## src/rtl/mii_elastic_pkg.sv

```systemverilog
package mii_elastic_pkg;

  localparam int NIBBLE_W = 4;

  // One storage stage. An occupied stage with dv=0 marks the end of a frame.
  typedef struct packed {
    logic                used;
    logic                dv;
    logic                er;
    logic [NIBBLE_W-1:0] data;
  } meb_stage_t;

  // Strobes from the control to the storage.
  typedef struct packed {
    logic       push;     // write wrStage behind the newest entry
    logic       pop;      // shift every stage one step toward the head
    logic       tailEnd;  // buffer full: replace the newest entry by wrStage
    meb_stage_t wrStage;
  } meb_strobe_t;

  typedef enum logic {
    TX_WAIT = 1'b0,
    TX_SEND = 1'b1
  } meb_tx_state_t;

endpackage

```

## src/rtl/meb_store.sv

```systemverilog
module meb_store
  import mii_elastic_pkg::*;
#(
  parameter int DEPTH  = 16,
  parameter int FILL_W = 5
) (
  input  logic              clk,
  input  logic              rst,
  input  meb_strobe_t       strobes,
  output meb_stage_t        headStage,
  output logic [FILL_W-1:0] fill,
  output logic              full,
  output logic              endPresent
);

  meb_stage_t        stages [DEPTH];
  logic [FILL_W-1:0] wrIdx;
  logic [DEPTH-1:0]  usedVec;
  logic [DEPTH-1:0]  endVec;

  // After a pop, the free slot behind the newest entry moves one step down.
  assign wrIdx = fill - FILL_W'(strobes.pop);

  for (genvar i = 0; i < DEPTH; i++) begin : g_stage
    localparam bit IS_TAIL = (i == DEPTH - 1);
    meb_stage_t shifted;
    meb_stage_t nxt;

    if (IS_TAIL) begin : g_last
      assign shifted = strobes.pop ? '0 : stages[i];
    end else begin : g_mid
      assign shifted = strobes.pop ? stages[i+1] : stages[i];
    end

    always_comb begin
      nxt = shifted;
      if (strobes.push && (wrIdx == FILL_W'(i))) begin
        nxt = strobes.wrStage;
      end
      if (IS_TAIL && strobes.tailEnd) begin
        nxt = strobes.wrStage;
      end
    end

    always_ff @(posedge clk) begin
      if (rst) begin
        stages[i] <= '0;
      end else begin
        stages[i] <= nxt;
      end
    end

    assign usedVec[i] = stages[i].used;
    assign endVec[i]  = stages[i].used & ~stages[i].dv;
  end

  always_ff @(posedge clk) begin
    if (rst) begin
      fill <= '0;
    end else begin
      fill <= fill + FILL_W'(strobes.push) - FILL_W'(strobes.pop);
    end
  end

  assign headStage  = stages[0];
  assign full       = (fill == FILL_W'(DEPTH));
  assign endPresent = |endVec;

  // The occupied flags and the fill counter must agree (R4 ordering relies on it).
  assert_fill_match_R4: assert property (@(posedge clk) disable iff (rst)
    $countones(usedVec) == int'(fill));

  // Never shift out of an empty buffer.
  assert_no_pop_empty_R7: assert property (@(posedge clk) disable iff (rst)
    strobes.pop |-> usedVec[0]);

  // A push that is not balanced by a pop needs a free stage.
  assert_no_overflow_R8: assert property (@(posedge clk) disable iff (rst)
    (strobes.push && !strobes.pop) |-> !full);

  // Replacing the newest entry happens only on a full, otherwise idle buffer.
  assert_tail_replace_R8: assert property (@(posedge clk) disable iff (rst)
    strobes.tailEnd |-> (full && !strobes.pop && !strobes.push));

endmodule

```

## src/rtl/meb_ctrl.sv

```systemverilog
module meb_ctrl
  import mii_elastic_pkg::*;
#(
  parameter int DEPTH     = 16,
  parameter int WATERMARK = 8,
  parameter int FILL_W    = 5
) (
  input  logic                clk,
  input  logic                rst,
  input  logic                rxCe,
  input  logic [NIBBLE_W-1:0] rxData,
  input  logic                rxDv,
  input  logic                rxEr,
  input  logic                txCe,
  input  meb_stage_t          headStage,
  input  logic [FILL_W-1:0]   fill,
  input  logic                full,
  input  logic                endPresent,
  output meb_strobe_t         strobes,
  output logic [NIBBLE_W-1:0] txData,
  output logic                txEn,
  output logic                txEr
);

  meb_tx_state_t txState;
  logic          rxInFrame;
  logic          errSticky;
  logic          rxWantData;
  logic          rxWantEnd;
  logic          startOk;
  logic          txAct;
  logic          popNow;
  logic          roomLost;
  logic          overflowNow;

  // Receive side: a data nibble, or the end marker after a frame.
  assign rxWantData = rxCe && rxDv;
  assign rxWantEnd  = rxCe && !rxDv && rxInFrame;

  always_ff @(posedge clk) begin
    if (rst) begin
      rxInFrame <= 1'b0;
    end else if (rxCe) begin
      rxInFrame <= rxDv;
    end
  end

  // Transmit side: begin a frame only with enough reserve, or a whole frame, stored.
  assign startOk = (fill >= FILL_W'(WATERMARK)) || endPresent;
  assign txAct   = txCe && ((txState == TX_SEND) || startOk);
  assign popNow  = txAct && headStage.used;

  assign roomLost    = full && !popNow;
  assign overflowNow = rxWantData && roomLost;

  always_comb begin
    strobes.pop             = popNow;
    strobes.push            = (rxWantData || rxWantEnd) && !roomLost;
    strobes.tailEnd         = rxWantEnd && roomLost;
    strobes.wrStage.used    = 1'b1;
    strobes.wrStage.dv      = rxWantData;
    strobes.wrStage.er      = rxWantData && rxEr;
    strobes.wrStage.data    = rxWantData ? rxData : '0;
  end

  always_ff @(posedge clk) begin
    if (rst) begin
      txState   <= TX_WAIT;
      errSticky <= 1'b0;
      txEn      <= 1'b0;
      txEr      <= 1'b0;
      txData    <= '0;
    end else begin
      if (txAct) begin
        if (!headStage.used) begin
          // underflow inside a frame
          txEn      <= 1'b1;
          txEr      <= 1'b1;
          txData    <= '0;
          errSticky <= 1'b1;
        end else if (headStage.dv) begin
          txEn    <= 1'b1;
          txEr    <= headStage.er || errSticky;
          txData  <= headStage.data;
          txState <= TX_SEND;
        end else begin
          // end marker closes the frame and re-arms the watermark wait
          txEn      <= 1'b0;
          txEr      <= 1'b0;
          txData    <= '0;
          txState   <= TX_WAIT;
          errSticky <= 1'b0;
        end
      end else if (txCe) begin
        txEn   <= 1'b0;
        txEr   <= 1'b0;
        txData <= '0;
      end
      if (overflowNow) begin
        errSticky <= 1'b1;
      end
    end
  end

  // Outputs are cleared by reset.
  assert_reset_clear_R1: assert property (@(posedge clk)
    rst |=> (!txEn && !txEr && txData == '0));

  // Outputs move only on transmit enables.
  assert_hold_R2: assert property (@(posedge clk) disable iff (rst)
    !txCe |=> $stable({txEn, txEr, txData}));

  // A frame starts only with the reserve or a complete frame stored.
  assert_start_gate_R3: assert property (@(posedge clk) disable iff (rst)
    $rose(txEn) |-> (($past(fill) >= FILL_W'(WATERMARK)) || $past(endPresent)));

  // An empty buffer in mid-frame yields an errored nibble.
  assert_underflow_R7: assert property (@(posedge clk) disable iff (rst)
    (txState == TX_SEND && txCe && fill == '0) |=> (txEn && txEr));

  // A dropped nibble leaves the buffer full.
  assert_overflow_full_R8: assert property (@(posedge clk) disable iff (rst)
    overflowNow |=> full);

endmodule

```

## src/rtl/mii_elastic_buffer.sv

```systemverilog
module mii_elastic_buffer
  import mii_elastic_pkg::*;
#(
  parameter int DEPTH     = 16,
  parameter int WATERMARK = 8   // must be at least 1 and below DEPTH
) (
  input  logic       clk,
  input  logic       rst,
  input  logic       rxCe,
  input  logic [3:0] rxData,
  input  logic       rxDv,
  input  logic       rxEr,
  input  logic       txCe,
  output logic [3:0] txData,
  output logic       txEn,
  output logic       txEr
);

  localparam int FILL_W = $clog2(DEPTH + 1);

  meb_strobe_t       strobes;
  meb_stage_t        headStage;
  logic [FILL_W-1:0] fill;
  logic              full;
  logic              endPresent;

  meb_ctrl #(
    .DEPTH    (DEPTH),
    .WATERMARK(WATERMARK),
    .FILL_W   (FILL_W)
  ) i_ctrl (
    .clk       (clk),
    .rst       (rst),
    .rxCe      (rxCe),
    .rxData    (rxData),
    .rxDv      (rxDv),
    .rxEr      (rxEr),
    .txCe      (txCe),
    .headStage (headStage),
    .fill      (fill),
    .full      (full),
    .endPresent(endPresent),
    .strobes   (strobes),
    .txData    (txData),
    .txEn      (txEn),
    .txEr      (txEr)
  );

  meb_store #(
    .DEPTH (DEPTH),
    .FILL_W(FILL_W)
  ) i_store (
    .clk       (clk),
    .rst       (rst),
    .strobes   (strobes),
    .headStage (headStage),
    .fill      (fill),
    .full      (full),
    .endPresent(endPresent)
  );

endmodule

```

## config.mk

```make
export PLATFORM = sky130hd
export DESIGN_NAME = mii_elastic_buffer
export DESIGN_NICKNAME = d
export VERILOG_FILES = /design/src/rtl/mii_elastic_pkg.sv /design/src/rtl/meb_store.sv /design/src/rtl/meb_ctrl.sv /design/src/rtl/mii_elastic_buffer.sv
export SDC_FILE = /design/constraint.sdc
export NUM_CORES = 1
export LEC_CHECK = 0
export BUFFER_PORTS_ARGS = -buffer_cell sky130_fd_sc_hd__buf_4
export CAP_MARGIN = 20
export CORE_MARGIN = 1.5
export CORE_UTILIZATION = 37
export DETAILED_ROUTE_END_ITERATION = 8
export GPL_TIMING_DRIVEN = 0
export SKIP_LAST_GASP = 1
export SLEW_MARGIN = 40
export SYNTH_ARGS = -nofsm -noshare
export SYNTH_HDL_FRONTEND = slang
export SYNTH_SLANG_ARGS = --single-unit
```

## constraint.sdc

```tcl
create_clock -name clk -period 7.75 [get_ports clk]
set_clock_uncertainty 0.05 [all_clocks]
set_input_delay 0 -clock clk [delete_from_list [all_inputs] [get_ports clk]]
set_output_delay 0 -clock clk [all_outputs]
set_load 0.01 [all_outputs]
```

Word level (Yosys, flattened, before mapping)
Memory sizes are Yosys's and may differ from the RTL's.
Cells that the tools add are included.

cells by class
  reductions and logical operators = 39
  muxes and demuxes = 68
  equality and inequality tests = 17
  $add $sub $neg = 3
  bitwise operators = 48
  order comparisons = 1

operators by type and width
  cell                                                                    count
  7-bit two-way mux                                                       49
  5-bit by 4-bit == test with 1-bit output (second input constant)        8
  1-bit logical AND                                                       26
  5-bit by 3-bit == test with 1-bit output (second input constant)        4
  4-bit two-way mux                                                       5
  1-bit bitwise AND                                                       16
  1-bit NOT                                                               16
  1-bit bitwise OR                                                        16
  16-bit OR reduction                                                     1
  1-bit two-way mux                                                       14
  5-bit by 2-bit == test with 1-bit output (second input constant)        2
  5-bit by 1-bit subtractor with 5-bit output                             2
  5-bit by 1-bit adder with 5-bit output                                  1
  5-bit by 1-bit == test with 1-bit output (second input constant)        1
  5-bit == test (second input constant)                                   1
  5-bit by 4-bit >= comparator with 1-bit output (second input constant)  1
  5-bit zero test                                                         1
  1-bit logical OR                                                        4
  2-bit AND reduction                                                     2
  2-bit nonzero test                                                      2
  1-bit zero test                                                         3
  3-bit inequality test (second input constant)                           1

word-level totals
  output and inout bits = 6
  input port bits = 10
  memories kept = 1
  memory bits (writable) = 112
  flip-flop bits (word level) = 14
  logic and storage cells = 184

memories
  memory          depth  width  read ports  clocked after Yosys merged registers in  wr ports  line             source
  i_store.stages  16     7      16          0                                        16        meb_store.sv:16  meb_stage_t stages [DEPTH];

Logic depth before layout (Yosys ltp)
Gate-level depths: netlist of run 1.
An unclocked memory read counts as a cell.

  depth after elaboration = 16
  depth in mapped cells = 20
  mapped depth without buffers = 17

Cells and area by module
A second synthesis of run 1 with hierarchy kept.

unflattened totals
  cell total of the unflattened synthesis = 648
  area, all modules = 6708.9 um^2

by module, submodules not included
  module     cells an instance  sequential area each (um^2)  instances  area an instance (um^2)
  meb_store  593                2342.2                       1          6229.7
  meb_ctrl   55                 180.2                        1          479.2

Worst setup path before layout of run 1
Ideal clock, no wire load.

  path kind = reg-to-reg
  from = register i_store.fill[2]
  to = memory i_store.stages[0][10] (netlist name)
  cell stages (with the launch flop) = 21
  setup slack = 3.860 ns
  required time = 7.609 ns
  period minus slack after synthesis = 3.890 ns
  buffers on the path = 5
  data arrival time = 3.749 ns
  library setup time = 0.091 ns
  path through = dfxtp_1 inv_1 ha_1 or4b_1 nand4b_1 nor4_2 a21o_1 buf_2 inv_2 buf_6 buf_2 ha_1 ha_1 nand2_1 xnor2_1 a211oi_2 buf_4 nand3_1 or2_1 clkbuf_1 a311oi_1

RTL lines
  item                    line             source
  from (decl)             meb_store.sv:11  output logic [FILL_W-1:0] fill,
  from (signal assigned)  meb_store.sv:61  fill <= fill + FILL_W'(strobes.push) - FILL_W'(strobes.pop);
  to (decl)               meb_store.sv:16

==> results_dict.tcl, run 1 <==
set metrics [dict create \
    status "completed" \
    rows 47 \
    synth_common_cells "223 x nand2_1, 126 x dfxtp_1, 93 x nor3_1" \
    initialDrtViolationCount 485 \
    clk_latency_ns 0.43 \
    vias 5872 \
    crit_path_start_kind "flip-flop" \
    grt_usage_pct 22.1 \
    cp-end-kind "flip-flop" \
    synth-edff-count 0 \
    antenna_cells 0 \
    wirelength_um 18700 \
    ir_drop_mv 0.172 \
    crit_slowest_cell "nor4_2" \
    ant_nets 0 \
    ys_types 40 \
    yosys.area.top_type "dfxtp_1" \
    grt_antenna_before_repair 0 \
    grt_pass1_vias 5693 \
    setup_viol 0 \
    cts-buffers-inserted 17 \
    crit_family "simple AND/OR/NAND/NOR gates" \
    wire_per_inst_um 17.5 \
    worst_pin_slew_ns 0.713 \
    max-cap-violations 0 \
    p_leak_nw 2.44 \
    ys_async_sr_fraction_pct 0 \
    io_pins 16 \
    cp_common_cell "ha_1" \
    syn_nets 816 \
    area_growth_pct 16.2 \
    worst-path-buf-inv 7 \
    final_layout_size_suffix_gt1_share_pct 10.6 \
    cts_buffer_depth 2 \
    hold_depth 3 \
    grt_remaining_overflow 0 \
    initial_core_util_pct 37.7 \
    htree_levels 4 \
    grt_pass1_wl_um 30200 \
    avgViaCountPerCell 5.51 \
    portBuffers 13 \
    setup_tns_ns 0 \
    post-cts-setup-buffers 0 \
    seq_area_frac_synth_pct 40.5 \
    cts_tree "done" \
    critical_path.max_stage_delay_ns 0.47 \
    die_h_um 133 \
    timing.hold.ws_ns 0.207 \
    dp_hpwl_um 13200 \
    grt_max_degree 17 \
    drc_errors 0 \
    path_max_fanout 11 \
    relSlewSlack_pct 52.1 \
    p_per_area_nw_per_um2 287 \
    drv_slew 0 \
    die_area_um2 17600 \
    critPathKind "reg2reg" \
    netlist_area_um2 6230 \
    fmax_ghz 0.207 \
    synth.top_cells.by_area "dfxtp_1 40%, nand2_1 13%, a311oi_1 13%, nor3_1 7.5%, ha_1 2.4%" \
    path_clk_slew_ns 0.06 \
    worstPathArrival_ns 5.09 \
    synth.most_common_cell "nand2_1" \
    cp_cell_sequence "inv_1 > ha_1 > or4b_1 > nand4b_1 > nor4_2 > a21o_1 > buf_2 > inv_2 > buf_6 > buf_2 > ha_1 > ha_1 > nand2_1 > xnor2_1 > a211oi_2 > buf_4 > nand3_1 > or2_1 > buf_6 > a311oi_1" \
    ys_warn_count 0 \
    drtPass1Iterations 5 \
    post-route-period-util_pct 62.2 \
    ys_dominant_reg_cell "dfxtp_1" \
    worst-path-stages 20 \
    avgSynthCellArea_um2 7.85 \
    numClockSinks 126 \
    cts.root.buffer_cell "clkbuf_16" \
    crit_required_ns 8.02 \
    synthCells 793 \
    gp_congestion 0.827 \
    final-hold-violation-count 0 \
    ys_seq_elements 126 \
    r2r.worst_path.cells 20 \
    period_needed_ns 4.82 \
    yosysTopAreaCellShare_pct 40.5 \
    rsz0062_at_grt "no" \
    die_w_um 133 \
    core_area_um2 16500 \
    final_nets 856 \
    worstHoldPathType "in2reg" \
]
## power by group
part           internal, mW  switching, mW
clock network         0.471          0.285
registers             0.708         0.0397
logic                 0.204          0.372
total                  1.38          0.697
## state kept, by name, summed over array words and instances, names as in the netlist
signal            count
i_ctrl.txEr           1
i_store.stages      112
i_ctrl.txState        1
i_ctrl.rxInFrame      1
i_ctrl.txEn           1
i_ctrl.txData         4
i_store.fill          5
i_ctrl.errSticky      1
## cells by family after synthesis
| group | after synthesis | share of synthesized area, % |
|---|---|---|
| buffers and inverters | 102 | 8.84 |
| and+or+nand+nor | 405 | 29.0 |
| AOI/OAI and AO/OA | 141 | 18.0 |
| DFF | 126 | 40.5 |
| xor gates and xnor gates | 6 | 0.844 |
| adders and majority gates | 13 | 2.73 |
## layout by cell type (no fill, tap or decap), types with 15 or more instances in the layout
cell and n:
nand2_1 223, dfxtp_1 126, nor3_1 93, a311oi_1 90, clkbuf_1 41, buf_4 28
nand3_1 26, inv_1 18, buf_2 17, clkbuf_16 17, nand2b_1 16, a31oi_1 15
## stage by stage
step | instance area [um^2] | utilization (%) | std cells | power (mW) | setup WS [ns]
final | 7240 | 43.8 | 1066 | 2.08 | 2.93
after global routing | 7240 | 43.8 | 1066 | 2.19 | 2.55
after CTS | 7240 | 43.8 | 1066 | 2.08 | 2.91
after detailed placement | 6600 | 39.9 | 1026 | 1.33 | 2.94
after global placement | 6600 | 39.9 | 1026 | 1.33 | 3.00
after floorplan | 6230 | - | 793 | 1.18 | 3.86
## worst min-delay path, stage by stage
cell      delay (ns)
clkbuf_1        0.29
nor2b_1         0.20
a41o_1          0.17
## layer usage
layer  up-vias  share of wire, %  global-route usage (%)
met5         -                 0                       0
met4         0               1.6                    6.41
met3        28               4.7                    4.71
met2       115                45                    34.4
met1      2821                49                    30.8
li1       2908                 -                       -
## worst paths after layout
path | start | end | slack (ns)
max | i_store.fill[2] | i_store.stages[1][43] | 2.93
min | rst | i_store.stages[1][54] | 0.21
max reg2reg | i_store.fill[2] | i_store.stages[1][43] | 2.93
min reg2reg | i_ctrl.txState | i_ctrl.txState | 0.41
## final cells by class
| cell class | instances | area [um^2] |
|---|---|---|
| multi-input combinational | 565 | 3160 |
| inverter | 19 | 71.3 |
| sequential | 126 | 2520 |
| clock inverter | 7 | 60.1 |
| clock buffer | 25 | 495 |
| timing repair buffer | 21 | 178 |
| tap | 220 | 275 |
| fill | 1676 | 9290 |
| buffer | 83 | 479 |
## what timing repair did
| item | in CTS | in global routing |
|---|---|---|
| endpoints found under the setup margin | 0 | 0 |
| hold buffers | 8 | 0 |
| endpoints found under the hold margin | 13 | 0 |
| gates resized for setup | 0 | 0 |
No activity file was read; power rests on OpenSTA's default activity.
==> run 2: changes to the inputs <==
==> constraint.sdc (replaced) <==
create_clock -name clk -period 5 [get_ports clk]
set_clock_uncertainty 0.05 [all_clocks]
set_input_delay 0 -clock clk [delete_from_list [all_inputs] [get_ports clk]]
set_output_delay 0 -clock clk [all_outputs]
set_load 0.01 [all_outputs]
==> results_dict.tcl, run 2 (synthesis results as in run 1) <==
set metrics [dict create \
    top_register "i_store.stages" \
    ir_drop_mv 0.267 \
    rows 47 \
    wirelength_um 18700 \
    hp-start "rst" \
    area_growth_pct 16.5 \
    path_clk_slew_ns 0.06 \
    r2r-start "i_store.fill[2]" \
    setup_viol 0 \
    post-route-period-util_pct 94.3 \
    critPathKind "reg2reg" \
    layout_common_cells "223 x nand2_1, 126 x dfxtp_1, 93 x nor3_1, 90 x a311oi_1, 41 x clkbuf_1" \
    placedInstanceArea_um2 6600 \
    cts_tree "done" \
    p_leak_nw 2.45 \
    crit_path_start_kind "flip-flop" \
    clkPwrFrac_pct 36.2 \
    htree_levels 4 \
    gp_congestion 0.827 \
    antenna_cells 0 \
    cts-buffers-inserted 17 \
    drtPass1Iterations 5 \
    final_nets 857 \
    final_layout_size_suffix_gt1_share_pct 10.7 \
    path_max_fanout 11 \
    seqPwrFrac_pct 35.8 \
    ant_nets 0 \
    power.internal_mw 2.15 \
    vias 5865 \
    cp-startpoint "i_store.fill[2]" \
    cp_common_cell "ha_1" \
    status "completed" \
    core_area_um2 16500 \
    clk_latency_ns 0.43 \
    die_h_um 133 \
    grt_remaining_overflow 0 \
    period_needed_ns 4.71 \
    setup_tns_ns 0 \
    avgViaCountPerCell 5.50 \
    portBuffers 13 \
    final_common_cell "nand2_1" \
    die_area_um2 17600 \
    worst_pin_slew_ns 0.760 \
    grt_usage_pct 22.1 \
    relSlewSlack_pct 49.3 \
    max-cap-violations 0 \
    netSwitchingFraction_pct 33.6 \
    crit_required_ns 5.28 \
    final-hold-violation-count 0 \
    grt_antenna_before_repair 0 \
    cp_cell_sequence "inv_1 > ha_1 > or4b_1 > nand4b_1 > nor4_4 > a21o_1 > buf_2 > inv_2 > buf_6 > buf_2 > ha_1 > ha_1 > nand2_1 > xnor2_1 > a211oi_2 > buf_4 > nand3_1 > or2_1 > buf_6 > a311oi_1" \
    combinationalPowerShare_pct 27.9 \
    wire_per_inst_um 17.6 \
    initialDrtViolationCount 463 \
    worstPathArrival_ns 4.99 \
    top_regs "i_store.stages: 112 flops, i_store.fill: 5 flops, i_ctrl.txData: 4 flops" \
    crit_slowest_cell "or4b_1" \
    rsz0062_at_grt "no" \
    numClockSinks 126 \
    drv_slew 0 \
    worstHoldPathType "in2reg" \
    design_area_um2 7250 \
    fmax_ghz 0.212 \
    p_per_area_nw_per_um2 446 \
    io_pins 16 \
    cts.root.buffer_cell "clkbuf_16" \
    grt_max_degree 17 \
    drc_errors 0 \
    grt_pass1_wl_um 30200 \
    cp-end-kind "flip-flop" \
    grt_pass1_vias 5693 \
    dp_hpwl_um 13200 \
    cts_buffer_depth 2 \
    switchingPower_mw 1.09 \
    largest_reg_flops 112 \
    initial_core_util_pct 37.7 \
    die_w_um 133 \
    critical_path.max_stage_delay_ns 0.42 \
]
==> run 2: changes by cell type in the layout (fill, tap and decap cells not counted) <==
cell	change
buf_4	+1
nor4_4	+1
nor4_2	-1
==> run 2: worst paths after layout <==
kind                            to  slack [ns]  cells after the start
max          i_store.stages[1][33]        0.29                     20
min          i_store.stages[1][54]        0.23                      3
max reg2reg  i_store.stages[1][33]        0.29                     20
min reg2reg         i_ctrl.txState        0.41                      2
==> run 2: through the flow <==
| step | hold slack, ns | util [%] | power [mW] | instances | setup WS [ns] |
|---|---|---|---|---|---|
| after global routing | 0.243 | 43.9 | 3.41 | 1067 | 0.0239 |
| after global placement | 0.250 | 39.9 | 2.05 | 1026 | 0.254 |
| after CTS | 0.196 | 43.8 | 3.23 | 1066 | 0.165 |
| final | 0.234 | 43.9 | 3.23 | 1067 | 0.287 |
| after floorplan | 0.113 | - | 1.82 | 793 | 1.11 |
| after detailed placement | 0.249 | 39.9 | 2.06 | 1026 | 0.193 |
==> run 2: repair_timing <==
action | CTS | global route
buffers inserted | 0 | 1
endpoints found under the setup margin | 0 | 65
resized for setup | 0 | 1
hold endpoints to repair | 13 | 0
hold buffers | 8 | 0
==> run 2: critical path: cells and delay by family (launching register included) <==
family / cells / cell delay [ns]
XOR/XNOR: 1 / 0.13
buffers and inverters: 7 / 1.25
flip-flops: 1 / 0.35
adder cells (fa/ha/maj): 3 / 0.61
AO/OA/AOI/OAI: 3 / 0.73
AND/OR/NAND/NOR: 6 / 1.47
==> run 2: power groups by stage <==
| stage | clock (mW) | combinational [mW] | sequential, mW |
|---|---|---|---|
| 5_1_grt | 1.23 | 1.01 | 1.17 |
| 3_5_place_dp | 0 | 0.878 | 1.18 |
| 4_1_cts | 1.18 | 0.887 | 1.16 |
| 2_1_floorplan | 0 | 0.660 | 1.16 |
| 6_report | 1.17 | 0.903 | 1.16 |
| 3_3_place_gp | 0 | 0.876 | 1.18 |
==> run 2: area by class of cell <==
class                   count  area, um^2
repair buffers             22         185
flip-flops and latches    126        2520
fillers                  1679        9270
plain buffers              83         479
clock inverters             7        60.1
multi-input cells         565        3160
well taps                 220         275
inverters                  19        71.3
clock buffers              25         495
==> run 2: metal layers <==
layer	GRT usage [%]	vias to the layer above	part of all wire (%)
li1	-	2906	-
met1	30.8	2803	47
met2	34.4	130	45
met3	4.71	26	6.0
met4	6.41	0	1.4
met5	0	-	0
